[src/rtl/nor_cmd_pkg.sv]
package nor_cmd_pkg;

    typedef enum logic [3:0] {
        ST_READ,
        ST_UNL1,
        ST_UNL2,
        ST_PGM_SETUP,
        ST_ERS_SETUP,
        ST_ERS_UNL1,
        ST_ERS_UNL2,
        ST_PGM_BUSY,
        ST_ERS_BUSY,
        ST_ERS_SUSP,
        ST_FAIL
    } cmd_state_e;

    localparam logic [7:0]  OPC_UNLOCK_1    = 8'hAA;
    localparam logic [7:0]  OPC_UNLOCK_2    = 8'h55;
    localparam logic [7:0]  OPC_PROGRAM     = 8'hA0;
    localparam logic [7:0]  OPC_ERASE_SETUP = 8'h80;
    localparam logic [7:0]  OPC_SECTOR      = 8'h30;
    localparam logic [7:0]  OPC_CHIP        = 8'h10;
    localparam logic [7:0]  OPC_SUSPEND     = 8'hB0;
    localparam logic [7:0]  OPC_RESUME      = 8'h30;
    localparam logic [7:0]  OPC_RESET       = 8'hF0;

    localparam logic [10:0] UNLOCK_ADDR_1   = 11'h555;
    localparam logic [10:0] UNLOCK_ADDR_2   = 11'h2AA;

    // positions of the status flags inside a status word
    localparam int SB_POLL   = 7;
    localparam int SB_TOGGLE = 6;
    localparam int SB_LIMIT  = 5;
    localparam int SB_SECTOR = 2;

endpackage

[src/rtl/nor_op_timer.sv]
module nor_op_timer #(
    parameter int PGM_CYCLES   = 100,
    parameter int ERS_CYCLES   = 1000,
    parameter int LIMIT_CYCLES = 5000
) (
    input  logic clk,
    input  logic rst_n,
    input  logic start,
    input  logic run,
    input  logic sel_erase,
    input  logic stall,
    output logic done,
    output logic expired
);
    localparam int CW = $clog2(LIMIT_CYCLES + 1);

    logic [CW-1:0] cnt_q;
    logic [CW-1:0] target;

    assign target  = sel_erase ? CW'(ERS_CYCLES - 1) : CW'(PGM_CYCLES - 1);
    assign done    = run && !stall && (cnt_q == target);
    assign expired = run && (cnt_q == CW'(LIMIT_CYCLES - 1));

    always_ff @(posedge clk or negedge rst_n) begin
        if (!rst_n)      cnt_q <= '0;
        else if (start)  cnt_q <= '0;
        else if (run)    cnt_q <= cnt_q + 1'b1;
    end

    // suspended or idle: the elapsed count must not move
    p_count_frozen_r10: assert property (@(posedge clk) disable iff (!rst_n)
        (!run && !start) |=> $stable(cnt_q));

endmodule

[src/rtl/nor_word_store.sv]
module nor_word_store #(
    parameter int DW      = 16,
    parameter int WORDS   = 16,
    parameter int SECTORS = 4
) (
    input  logic                       clk,
    input  logic                       rst_n,
    input  logic                       pgm_we,
    input  logic [$clog2(WORDS)-1:0]   pgm_idx,
    input  logic [DW-1:0]              pgm_data,
    input  logic                       ers_we,
    input  logic                       ers_all,
    input  logic [$clog2(SECTORS)-1:0] ers_sec,
    input  logic [$clog2(WORDS)-1:0]   rd_idx,
    output logic [DW-1:0]              rd_word
);
    localparam int IW  = $clog2(WORDS);
    localparam int WPS = WORDS / SECTORS;

    logic [DW-1:0] words [WORDS];
    logic [DW-1:0] cur_word;

    for (genvar w = 0; w < WORDS; w++) begin : g_word
        logic [DW-1:0] word_q;
        logic          ers_hit;
        assign ers_hit = ers_we && (ers_all || ((w / WPS) == int'(ers_sec)));
        always_ff @(posedge clk) begin
            if (ers_hit)
                word_q <= '1;
            else if (pgm_we && (pgm_idx == IW'(w)))
                word_q <= word_q & pgm_data;
        end
        assign words[w] = word_q;
    end

    assign rd_word  = words[rd_idx];
    assign cur_word = words[pgm_idx];

    // a program step may only clear bits
    p_one_to_zero_r3: assert property (@(posedge clk) disable iff (!rst_n)
        (pgm_we && !ers_we) |=> ((words[$past(pgm_idx)] & ~$past(cur_word)) == '0));

endmodule

[src/rtl/nor_status_view.sv]
module nor_status_view
    import nor_cmd_pkg::*;
#(
    parameter int DW = 16
) (
    input  logic          clk,
    input  logic          rst_n,
    input  logic          clr,
    input  logic          rd_en,
    input  logic          in_pgm,
    input  logic          in_ers,
    input  logic          in_susp,
    input  logic          in_fail,
    input  logic          fail_is_pgm,
    input  logic          in_sector,
    input  logic          poll_src,
    input  logic [DW-1:0] arr_word,
    output logic [DW-1:0] rd_data
);
    logic          tog_all_q;
    logic          tog_sec_q;
    logic          show_status;
    logic          erase_kind;
    logic          sec_flip;
    logic [DW-1:0] stat_word;
    logic [DW-1:0] view;

    assign erase_kind  = in_ers || (in_fail && !fail_is_pgm);
    assign show_status = in_pgm || in_ers || in_fail;
    assign sec_flip    = (erase_kind || in_susp) && in_sector;

    always_comb begin
        stat_word = '0;
        if (show_status) begin
            stat_word[SB_POLL]   = (in_pgm || (in_fail && fail_is_pgm)) ? ~poll_src : 1'b0;
            stat_word[SB_TOGGLE] = tog_all_q;
            stat_word[SB_LIMIT]  = in_fail;
            stat_word[SB_SECTOR] = (erase_kind && in_sector) ? tog_sec_q : 1'b0;
            view = stat_word;
        end else if (in_susp && in_sector) begin
            stat_word[SB_POLL]   = 1'b1;
            stat_word[SB_SECTOR] = tog_sec_q;
            view = stat_word;
        end else begin
            view = arr_word;
        end
    end

    always_ff @(posedge clk or negedge rst_n) begin
        if (!rst_n) begin
            tog_all_q <= 1'b0;
            tog_sec_q <= 1'b0;
            rd_data   <= '0;
        end else begin
            if (clr) begin
                tog_all_q <= 1'b0;
                tog_sec_q <= 1'b0;
            end else if (rd_en) begin
                if (show_status) tog_all_q <= ~tog_all_q;
                if (sec_flip)    tog_sec_q <= ~tog_sec_q;
            end
            if (rd_en) rd_data <= view;
        end
    end

    // the read port only moves when a read is sampled
    p_read_hold_r13: assert property (@(posedge clk) disable iff (!rst_n)
        !rd_en |=> $stable(rd_data));

endmodule

[src/rtl/nor_cmd_ctrl.sv]
module nor_cmd_ctrl
    import nor_cmd_pkg::*;
#(
    parameter int AW           = 11,
    parameter int DW           = 16,
    parameter int WORDS        = 16,
    parameter int SECTORS      = 4,
    parameter int PGM_CYCLES   = 100,
    parameter int ERS_CYCLES   = 1000,
    parameter int LIMIT_CYCLES = 5000
) (
    input  logic                     clk,
    input  logic                     rst_n,
    input  logic                     wr_en,
    input  logic [AW-1:0]            wr_addr,
    input  logic [DW-1:0]            wr_data,
    input  logic                     rd_en,
    input  logic [$clog2(WORDS)-1:0] rd_addr,
    output logic [DW-1:0]            rd_data,
    input  logic                     force_timeout,
    output logic                     ready
);
    localparam int IW = $clog2(WORDS);
    localparam int SW = $clog2(SECTORS);

    cmd_state_e    state_q, state_d;
    logic          launch, latch_pgm, latch_ers, ers_all_d;
    logic [IW-1:0] pgm_idx_q;
    logic [DW-1:0] pgm_data_q;
    logic [SW-1:0] ers_sec_q;
    logic          ers_all_q, op_ers_q;
    logic          at_first, at_second;
    logic [7:0]    opc;
    logic          tmr_done, tmr_expired;
    logic          in_pgm, in_ers, in_susp, in_fail, in_sector;
    logic          pgm_commit, ers_commit;
    logic [DW-1:0] arr_word;

    assign at_first  = (wr_addr == AW'(UNLOCK_ADDR_1));
    assign at_second = (wr_addr == AW'(UNLOCK_ADDR_2));
    assign opc       = wr_data[7:0];

    // next-state decode
    always_comb begin
        state_d   = state_q;
        launch    = 1'b0;
        latch_pgm = 1'b0;
        latch_ers = 1'b0;
        ers_all_d = 1'b0;
        unique case (state_q)
            ST_READ:
                if (wr_en && at_first && opc == OPC_UNLOCK_1) state_d = ST_UNL1;
            ST_UNL1:
                if (wr_en) state_d = (at_second && opc == OPC_UNLOCK_2) ? ST_UNL2 : ST_READ;
            ST_UNL2:
                if (wr_en) begin
                    if (at_first && opc == OPC_PROGRAM)          state_d = ST_PGM_SETUP;
                    else if (at_first && opc == OPC_ERASE_SETUP) state_d = ST_ERS_SETUP;
                    else                                         state_d = ST_READ;
                end
            ST_PGM_SETUP:
                if (wr_en) begin
                    state_d   = ST_PGM_BUSY;
                    launch    = 1'b1;
                    latch_pgm = 1'b1;
                end
            ST_ERS_SETUP:
                if (wr_en) state_d = (at_first && opc == OPC_UNLOCK_1) ? ST_ERS_UNL1 : ST_READ;
            ST_ERS_UNL1:
                if (wr_en) state_d = (at_second && opc == OPC_UNLOCK_2) ? ST_ERS_UNL2 : ST_READ;
            ST_ERS_UNL2:
                if (wr_en) begin
                    if (opc == OPC_SECTOR) begin
                        state_d   = ST_ERS_BUSY;
                        launch    = 1'b1;
                        latch_ers = 1'b1;
                    end else if (at_first && opc == OPC_CHIP) begin
                        state_d   = ST_ERS_BUSY;
                        launch    = 1'b1;
                        latch_ers = 1'b1;
                        ers_all_d = 1'b1;
                    end else begin
                        state_d   = ST_READ;
                    end
                end
            ST_PGM_BUSY:
                if (tmr_expired)   state_d = ST_FAIL;
                else if (tmr_done) state_d = ST_READ;
            ST_ERS_BUSY:
                if (tmr_expired)                       state_d = ST_FAIL;
                else if (tmr_done)                     state_d = ST_READ;
                else if (wr_en && opc == OPC_SUSPEND)  state_d = ST_ERS_SUSP;
            ST_ERS_SUSP:
                if (wr_en && opc == OPC_RESUME) state_d = ST_ERS_BUSY;
            ST_FAIL:
                if (wr_en && opc == OPC_RESET) state_d = ST_READ;
            default:
                state_d = ST_READ;
        endcase
    end

    // state register and operand capture
    always_ff @(posedge clk or negedge rst_n) begin
        if (!rst_n) begin
            state_q    <= ST_READ;
            pgm_idx_q  <= '0;
            pgm_data_q <= '0;
            ers_sec_q  <= '0;
            ers_all_q  <= 1'b0;
            op_ers_q   <= 1'b0;
        end else begin
            state_q <= state_d;
            if (latch_pgm) begin
                pgm_idx_q  <= wr_addr[IW-1:0];
                pgm_data_q <= wr_data;
                op_ers_q   <= 1'b0;
            end
            if (latch_ers) begin
                ers_sec_q  <= wr_addr[IW-1 -: SW];
                ers_all_q  <= ers_all_d;
                op_ers_q   <= 1'b1;
            end
        end
    end

    // outputs of the state machine
    always_comb begin
        in_pgm     = (state_q == ST_PGM_BUSY);
        in_ers     = (state_q == ST_ERS_BUSY);
        in_susp    = (state_q == ST_ERS_SUSP);
        in_fail    = (state_q == ST_FAIL);
        ready      = !(in_pgm || in_ers || in_fail);
        pgm_commit = in_pgm && tmr_done;
        ers_commit = in_ers && tmr_done;
        in_sector  = ers_all_q || (rd_addr[IW-1 -: SW] == ers_sec_q);
    end

    nor_op_timer #(
        .PGM_CYCLES  (PGM_CYCLES),
        .ERS_CYCLES  (ERS_CYCLES),
        .LIMIT_CYCLES(LIMIT_CYCLES)
    ) u_timer (
        .clk      (clk),
        .rst_n    (rst_n),
        .start    (launch),
        .run      (in_pgm || in_ers),
        .sel_erase(op_ers_q),
        .stall    (force_timeout),
        .done     (tmr_done),
        .expired  (tmr_expired)
    );

    nor_word_store #(
        .DW     (DW),
        .WORDS  (WORDS),
        .SECTORS(SECTORS)
    ) u_store (
        .clk     (clk),
        .rst_n   (rst_n),
        .pgm_we  (pgm_commit),
        .pgm_idx (pgm_idx_q),
        .pgm_data(pgm_data_q),
        .ers_we  (ers_commit),
        .ers_all (ers_all_q),
        .ers_sec (ers_sec_q),
        .rd_idx  (rd_addr),
        .rd_word (arr_word)
    );

    nor_status_view #(
        .DW(DW)
    ) u_status (
        .clk        (clk),
        .rst_n      (rst_n),
        .clr        (launch),
        .rd_en      (rd_en),
        .in_pgm     (in_pgm),
        .in_ers     (in_ers),
        .in_susp    (in_susp),
        .in_fail    (in_fail),
        .fail_is_pgm(!op_ers_q),
        .in_sector  (in_sector),
        .poll_src   (pgm_data_q[SB_POLL]),
        .arr_word   (arr_word),
        .rd_data    (rd_data)
    );

    // busy can only begin on a sampled write
    p_busy_on_write_r4: assert property (@(posedge clk) disable iff (!rst_n)
        $fell(ready) |-> $past(wr_en));

    // the first unlock step needs the first unlock address
    p_unlock_addr_r1: assert property (@(posedge clk) disable iff (!rst_n)
        (state_q == ST_UNL1 && $past(state_q) == ST_READ) |-> ($past(wr_addr) == AW'(UNLOCK_ADDR_1)));

    // writes cannot pull a program out of its busy window
    p_prog_deaf_r6: assert property (@(posedge clk) disable iff (!rst_n)
        (in_pgm && !tmr_done && !tmr_expired) |=> (state_q == ST_PGM_BUSY));

    // a suspend request frees the block on the next cycle
    p_suspend_frees_r10: assert property (@(posedge clk) disable iff (!rst_n)
        (in_ers && !tmr_done && !tmr_expired && wr_en && opc == OPC_SUSPEND) |=> ready);

    // failure is entered only from a running operation
    p_fail_source_r11: assert property (@(posedge clk) disable iff (!rst_n)
        (in_fail && $past(state_q) != ST_FAIL) |->
            ($past(state_q) == ST_PGM_BUSY || $past(state_q) == ST_ERS_BUSY));

    // hardware reset leaves the block ready
    p_reset_ready_r12: assert property (@(posedge clk)
        !rst_n |=> ready);

endmodule

[config.mk]
export PLATFORM = sky130hd
export DESIGN_NAME = nor_cmd_ctrl
export DESIGN_NICKNAME = d
export VERILOG_FILES = /design/src/rtl/nor_cmd_pkg.sv /design/src/rtl/nor_op_timer.sv /design/src/rtl/nor_word_store.sv /design/src/rtl/nor_status_view.sv /design/src/rtl/nor_cmd_ctrl.sv
export SDC_FILE = /design/constraint.sdc
export NUM_CORES = 1
export LEC_CHECK = 0
export BUFFER_PORTS_ARGS = -buffer_cell sky130_fd_sc_hd__buf_2
export CELL_PAD_IN_SITES_DETAIL_PLACEMENT = 0
export CELL_PAD_IN_SITES_GLOBAL_PLACEMENT = 1
export CORE_MARGIN = 3
export CORE_UTILIZATION = 40
export CTS_CLUSTER_SIZE = 20
export DETAILED_ROUTE_END_ITERATION = 6
export GPL_ROUTABILITY_DRIVEN = 1
export PLACE_DENSITY_LB_ADDON = 0.1
export SLEW_MARGIN = 40
export SYNTH_ARGS = -nofsm -noshare
export SYNTH_HDL_FRONTEND = slang
export SYNTH_SLANG_ARGS = --single-unit
export TNS_END_PERCENT = 50
[constraint.sdc]
create_clock -name clk -period 3 [get_ports clk]
set_input_delay 0.6 -clock clk [delete_from_list [all_inputs] [get_ports clk]]
set_output_delay 0.6 -clock clk [all_outputs]
set_load 0.02 [all_outputs]
==> metrics.md, run 1 <==
| Metric | Value |
|---|---|
| Cell Area, Synth | 0.0138 mm² |
| Syn Area/Cell | 8.88 µm² |
| Post-synthesis cell count | 1558 |
| Setup CP Type | flop to output port |
| Seq pwr share | 48.7% |
| Sw power | 0.00212 W |
| Flop2flop setup slack | 0.47 ns |
| Starting Density | 40.9% |
| Synth warn | 0 |
| Post-DP HPWL | 24900 µm |
| Port Buffers | 52 |
| Hold violation total from the final report | 0 |
| Area growth, synth to finish | 14.3% |
| Initial antenna violation count | 0 |
| CP startpoint kind | flop |
| Post-route clock skew | 0.0122 ns |
| WL final | 41000 µm |
| Family with the most delay on the worst path | simple AND/OR/NAND/NOR gates |
| Worst Tran Pin Value | 0.793 ns |
| Status | completed |
| Number of enable flip-flop cells after synthesis | 0 |
| DIE WIDTH | 192 µm |
| Clock power share | 45.7% |
| Max VDD drop | 0.000422 V |
| WP data required | 2.40 ns |
| Cell Chain, Critical Path | nand2b_1, or2_2, nand2_1, inv_1, buf_2 |
| Clock-pin slew on the worst setup and hold paths | 0.06 ns |
| Antenna Nets Post-Route | 0 |
| Via count | 11100 |
| Comb pwr share | 5.6% |
| WP buf/inv | 2 |
| Max Root-Sink Buffers | 3 |
| Initial DRC count | 1010 |
| # diodes | 0 |
| CP max stage cell | dfrtp_1 |
| Cells after DPL | 1996 |
| Routed len/inst | 19.9 µm |
| RSZ-0062 raised after global routing | no |
| Internal power | 0.00689 W |
| Final nets | 1623 |
| Critical path endpoint category | output port |
| Synth Register Bits | 315 |
| Post-CTS Hold Buffers | 0 |
| Crit path DAT | 2.17 ns |
| Critical Path Max Stage Delay | 0.58 ns |
| Crit path from | state_q[0]$_DFFE_PN0P_ |
| R2r startpoint | u_timer.cnt_q[5]$_DFFE_PN0P_ |
| IO Pins | 53 |
| Clock root buffer | clkbuf_16 |
| CTS tree | done |
| Post-CTS setup buffers | 0 |
| Tcrit/Tclk final | 92.3% |
| Syn_nets | 1595 |
| Leak | 7.15 nW |
| Largest net degree at the start of global routing | 65 |
| Fillers | 3173 |
| Sw frac | 23.5% |
| DR pass1 iterations | 5 |
| Total Die Area | 0.0369 mm² |
| Post-route minimum period | 2.77 ns |
| Synth Flop Type | dfxtp_1 |
| Setup TNS | 0 ns |
| Hold Path Class | input port to async pin |
| Largest fanout on the critical path | 17 |
| Vias in the first global route | 10400 |
| Share of cells above drive strength 1 | 16.6% |
| Finished Layout Cells | 2058 |
| Residual DRC count | 0 |
| # rows | 67 |
| GPL Wtd Cong | 0.876 |
| Routed vias/inst | 5.40 |
| Rel. slew slack | 47.1% |
| H-tree Lvls | 2 |
| TritonCTS buffer count | 36 |
| Final Setup Violations | 0 |
| # Max-Cap Violations | 0 |
| Sequential share of the synthesized area | 47.7% |
| Clock Latency Late Sink | 0.52 ns |
| Post-synth ARST share | 18.7% |
| Final Max Tran Viols | 0 |
| Yosys cell types | 65 |
| Grt ovf | 0 |
| CTS resizes | 0 |
| First-pass GRT wire length | 62900 µm |
| Total GRT Usage | 22.5% |
| Core area | 0.0338 mm² |
| Fmax | 361 MHz |
| Vert. Die Dim | 192 µm |
| CTS Sinks | 315 |
| Power Density | 570 mW/mm² |
-- cells by family after synthesis --
kind of cell | share of synthesized area (%)
AOI/OAI and AO/OA | 2.80
xor gates and xnor gates | 1.01
adders and majority gates | 0.0904
buffers and inverters | 3.99
DFF | 47.7
muxes | 14.7
and+or+nand+nor | 29.7
-- flip-flops by register name, summed over array words and instances (netlist names), 2 cells and up --
name and flops:
u_store.g_word.word_q 256, pgm_data_q 16, u_status.rd_data 16, u_timer.cnt_q 13, pgm_idx_q 4, state_q 4
ers_sec_q 2
-- worst reg2reg max path, delay by kind of cell, from the launching register on --
family | cells | cell delay [ns]
AO/OA/AOI/OAI | 2 | 0.47
buffers and inverters | 1 | 0.20
flip-flops | 1 | 0.43
multiplexers | 1 | 0.35
AND/OR/NAND/NOR | 3 | 0.96
-- power by group through the flow --
stage / sequential [W] / combinational [W] / clock (W)
floorplan: 0.00444 / 0.000344 / 0
global placement: 0.00447 / 0.000504 / 0
detailed placement: 0.00448 / 0.000506 / 0
CTS: 0.00439 / 0.000507 / 0.00424
global route: 0.00440 / 0.000552 / 0.00441
finish: 0.00439 / 0.000502 / 0.00412
-- placed cells by master (no fill, tap or decap), types with 3 or more instances in the layout --
cell type  Yosys  final
o21ai_0        9      9
buf_4          1     41
and3_1         7      7
clkinv_2       0     10
o21ai_4        0      3
a31oi_1        4      4
nand2_1      535    534
clkbuf_1      89      9
a21oi_1       13     13
a21o_1         3      3
mux4_2        75     75
nand4b_1       9      9
mux2_2        24     24
nand3_1      263    263
nor3_1         4      4
clkbuf_8       0      6
buf_12         0      9
nor4_1         7      7
inv_1         31     31
nor2b_1        4      4
o22ai_1       12     12
or2_2          3      3
nand3b_1       4      4
xnor2_1        8      8
dfxtp_1      256    256
nor3b_1        4      4
nand4_1       15     15
dfrtp_1       59     59
xor2_1         8      8
clkbuf_16      0     37
buf_2         14     50
nor2_1        36     36
mux2i_1        5      5
nor4bb_1       3      3
nand2b_1       4      4
-- per-layer routing --
layer | GRT usage (%) | share of wire, %
met2 | 37.0 | 47
met5 | 0 | 0
met4 | 5.11 | 1.9
met3 | 3.03 | 4.5
met1 | 31.7 | 46
-- through the flow --
step                setup slack [ns]  instance area, µm²  hold WS, ns  total power (W)  utilization, %
floorplan                      0.501               13800        0.304          0.00479               -
global placement               0.257               14700        0.465          0.00498            43.6
detailed placement             0.284               14700        0.471          0.00498            43.6
CTS                            0.221               15800       0.0621          0.00913            46.8
global route                   0.121               15800       0.0671          0.00936            46.8
finish                         0.230               15800       0.0502          0.00901            46.8
-- synth_stat cells, drive strengths merged (9+ instances only) --
master	number	area share (%)
nor2	37	1.0
mux4	75	12
nand2	535	15
mux2	26	2.1
a21oi	13	0.47
nand4b	9	0.57
dfxtp	256	37
nand3	263	9.5
dfrtp	59	11
buf	20	0.70
nand4	15	0.68
clkbuf	90	2.5
o22ai	12	0.54
inv	31	0.84
o21ai	12	0.52
-- final timing paths --
kind / end / depth (start not counted)
worst max-delay path: ready / 5
worst min-delay path: pgm_data_q[11]$_DFFE_PN0P_ / 1
worst max register to register: state_q[1]$_DFFE_PN0P_ / 7
worst min register to register: u_store.g_word[13].word_q[14]$_SDFFE_PP1P_ / 2
max in group asynchronous: pgm_data_q[15]$_DFFE_PN0P_ / 2
min in group clk: pgm_data_q[11]$_DFFE_PN0P_ / 2
-- layout make-up --
cell class | instances | area (µm²) | share of cell area (%)
clock buffers | 52 | 1040 | 6.59
multi-input cells | 1102 | 6710 | 42.4
repair buffers | 100 | 738 | 4.67
well taps | 448 | 561 | 3.54
inverters | 31 | 116 | 0.736
flip-flops and latches | 315 | 6600 | 41.7
clock inverters | 10 | 50.0 | 0.316
(Power assumes the default switching activity.)
==> inputs of run 2 (changes only) <==
- CTS_BUF_LIST: default -> sky130_fd_sc_hd__clkbuf_8
==> run 2 against run 1 <==
Against the previous run: cell count increased by 2.0%; via count increased by 0.80%; combinational power about the same; non-clock buffer count increased by 1; clock skew increased by 0.012 ns; global-route usage increased by 0.093 points; worst setup slack got worse by 0.072 ns; flip-flop and latch count unchanged; critical endpoint unchanged; sequential power about the same.
==> metrics.md, run 2 (synthesized netlist as in run 1, its figures left out) <==
| Metric | Value |
|---|---|
| Status | completed |
| Critical Path Max Stage Delay | 0.58 ns (about the same) |
| # Max-Cap Violations | 0 (unchanged) |
| Final Max Tran Viols | 0 (unchanged) |
| Total GRT Usage | 22.6% (+0.093 points) |
| Grt ovf | 0 (unchanged) |
| Final Setup Violations | 0 (unchanged) |
| Max VDD drop | 0.000352 V (-17%) |
| Most frequent cells in the layout | nand2_1 (534), nand3_1 (263), dfxtp_1 (256) |
| Register Area | 0.00660 mm² (unchanged) |
| Clock Latency Late Sink | 0.61 ns (+0.09 ns) |
| Place WS | 0.284 ns (unchanged) |
| WP data required | 2.40 ns (about the same) |
| Routed len/inst | 19.6 µm (-1.5%) |
| Met2 WL post-DR | 19500 µm (+0.66%) |
| # diodes | 0 (unchanged) |
| DIE WIDTH | 192 µm (unchanged) |
| Max Root-Sink Buffers | 3 (unchanged) |
| Residual DRC count | 0 (unchanged) |
| CP startpoint kind | flop |
| Fmax | 352 MHz (-2.5%) |
| Family with the most delay on the worst path | simple AND/OR/NAND/NOR gates |
| Core area | 0.0338 mm² (unchanged) |
| Vias in the first global route | 10600 (+2.0%) |
| Area occupied by multi-input gates | 0.00671 mm² (unchanged) |
| Via count | 11200 (+0.80%) |
| Regs by FF count | u_store.g_word.word_q (256), pgm_data_q (16), u_status.rd_data (16) |
| CP max stage cell | dfrtp_1 |
| Largest register by flop count | u_store.g_word.word_q |
| Highest routed layer | met4 |
| Tcrit/Tclk final | 94.7% (+2.4 points) |
| Worst Tran Pin Value | 0.758 ns (-0.0349 ns) |
| RSZ-0062 raised after global routing | no |
| CTS Sinks | 315 (unchanged) |
| CTS resizes | 0 (unchanged) |
| Max FFs per register | 256 (unchanged) |
| Final Total Pwr | 0.00902 W (about the same) |
| GPL Wtd Cong | 0.876 (unchanged) |
| Routed vias/inst | 5.34 (-1.2%) |
| H-tree Lvls | 2 (unchanged) |
| Largest net degree at the start of global routing | 65 (unchanged) |
| Initial antenna violation count | 0 (unchanged) |
| Share of cells above drive strength 1 | 18.0% (+1.4 points) |
| Commonest non-fill, non-tap cell in the layout | nand2_1 |
| Antenna Nets Post-Route | 0 (unchanged) |
| Total Die Area | 0.0369 mm² (unchanged) |
| CTS tree | done |
| Hold Path Class | input port to flop |
| Post-DP HPWL | 24900 µm (unchanged) |
| Post-CTS setup buffers | 0 (unchanged) |
| # rows | 67 (unchanged) |
| PnR worst setup slack | 0.158 ns (-0.0720 ns) |
| Area growth, synth to finish | 15.1% |
| Leak | 7.29 nW (+1.9%) |
| First-pass GRT wire length | 63300 µm (+0.71%) |
| Setup TNS | 0 ns (unchanged) |
| Starting Density | 40.9% (unchanged) |
| Post-route minimum period | 2.84 ns (+0.0720 ns) |
| Rel. slew slack | 49.5% (+2.3 points) |
| Clock-pin slew on the worst setup and hold paths | 0.06 ns (about the same) |
| TritonCTS buffer count | 54 (+50%) |
| Port Buffers | 52 (unchanged) |
| Met1 wire length | 19000 µm (-0.27%) |
| Final nets | 1642 (+1.2%) |
| Hold violation total from the final report | 0 (unchanged) |
| Clock root buffer | clkbuf_8 |
| WL final | 41200 µm (+0.50%) |
| DR pass1 iterations | 5 (unchanged) |
| Met3 Wirelength | 2040 µm (+9.8%) |
| IO Pins | 53 (unchanged) |
| Fillers | 3188 (+0.47%) |
| Power Density | 566 mW/mm² (-0.60%) |
| Largest fanout on the critical path | 17 (unchanged) |
| Post-route clock skew | 0.0243 ns (+0.0121 ns) |
| Crit path DAT | 2.24 ns (+0.07 ns) |
| Post-CTS Hold Buffers | 1 (+1) |
| Cell Chain, Critical Path | nand2b_1, or2_2, nand2_1, inv_1, buf_2 |
| Setup CP Type | flop to output port |
| Vert. Die Dim | 192 µm (unchanged) |
| WP buf/inv | 2 (unchanged) |
| Critical path endpoint category | output port |
| Initial DRC count | 1005 (-0.50%) |
-- run 2: cell count changes in the layout (fill, tap and decap cells not counted) --
| cell | before | now |
|---|---|---|
| bufinv_16 | 0 | 1 |
| clkbuf_8 | 6 | 76 |
| clkbuf_1 | 9 | 0 |
| clkbuf_16 | 37 | 0 |
| inv_8 | 0 | 1 |
| dlygate4sd3_1 | 0 | 1 |
| clkinv_2 | 10 | 4 |
| inv_1 | 31 | 50 |
| clkinvlp_4 | 0 | 1 |
-- run 2: per-layer routing --
layer,track usage (%),vias to the layer above
li1,-,5431
met1,31.6,5441
met2,37.1,268
met3,3.50,60
met4,5.19,0
met5,0,-
-- run 2: through the flow --
| step | area, µm² | util [%] | hold WS, ns | cells |
|---|---|---|---|---|
| 6_report | 15900 | 47.1 | 0.238 | 2099 |
| 5_1_grt | 15900 | 47.1 | 0.203 | 2099 |
| 3_3_place_gp | 14700 | 43.6 | 0.465 | 1996 |
| 4_1_cts | 15900 | 47.1 | 0.185 | 2099 |
| 2_1_floorplan | 13800 | - | 0.304 | 1558 |
| 3_5_place_dp | 14700 | 43.6 | 0.471 | 1996 |
-- run 2: final timing paths --
check	cells after the start	slack, ns	to	from
max reg2reg	7	0.48	state_q[1]$_DFFE_PN0P_	u_timer.cnt_q[5]$_DFFE_PN0P_
max	5	0.16	ready	state_q[0]$_DFFE_PN0P_
min reg2reg	2	0.48	u_store.g_word[14].word_q[15]$_SDFFE_PP1P_	u_store.g_word[14].word_q[15]$_SDFFE_PP1P_
max in group asynchronous	3	1.72	ers_all_q$_DFFE_PN0P_	rst_n
min	2	0.24	pgm_data_q[12]$_DFFE_PN0P_	wr_data[12]
min in group asynchronous	2	0.51	u_status.rd_data[13]$_DFFE_PN0P_	rst_n
-- run 2: cell type report --
type / count / share of cell area (%)
clock buffers: 76 / 6.57
clock inverters: 26 / 0.880
inverters: 31 / 0.731
multi-input cells: 1102 / 42.1
flip-flops and latches: 315 / 41.5
well taps: 448 / 3.52
repair buffers: 101 / 4.70
-- run 2: where the power goes --
group / leakage [nW] / internal, W / switching (W)
Combinational: 3.83 / 0.000215 / 0.000288
Clock: 0.684 / 0.00233 / 0.00179
Sequential: 2.78 / 0.00427 / 0.000116
Total: 7.29 / 0.00682 / 0.00219
-- run 2: worst reg2reg max path, stage by stage (launching register included) --
cell,delay [ns]
dfrtp_1,0.43
nor4bb_1,0.62
a31oi_1,0.09
a2111oi_1,0.39
buf_4,0.20
nor2_1,0.06
nor3_2,0.27
mux2_1,0.35
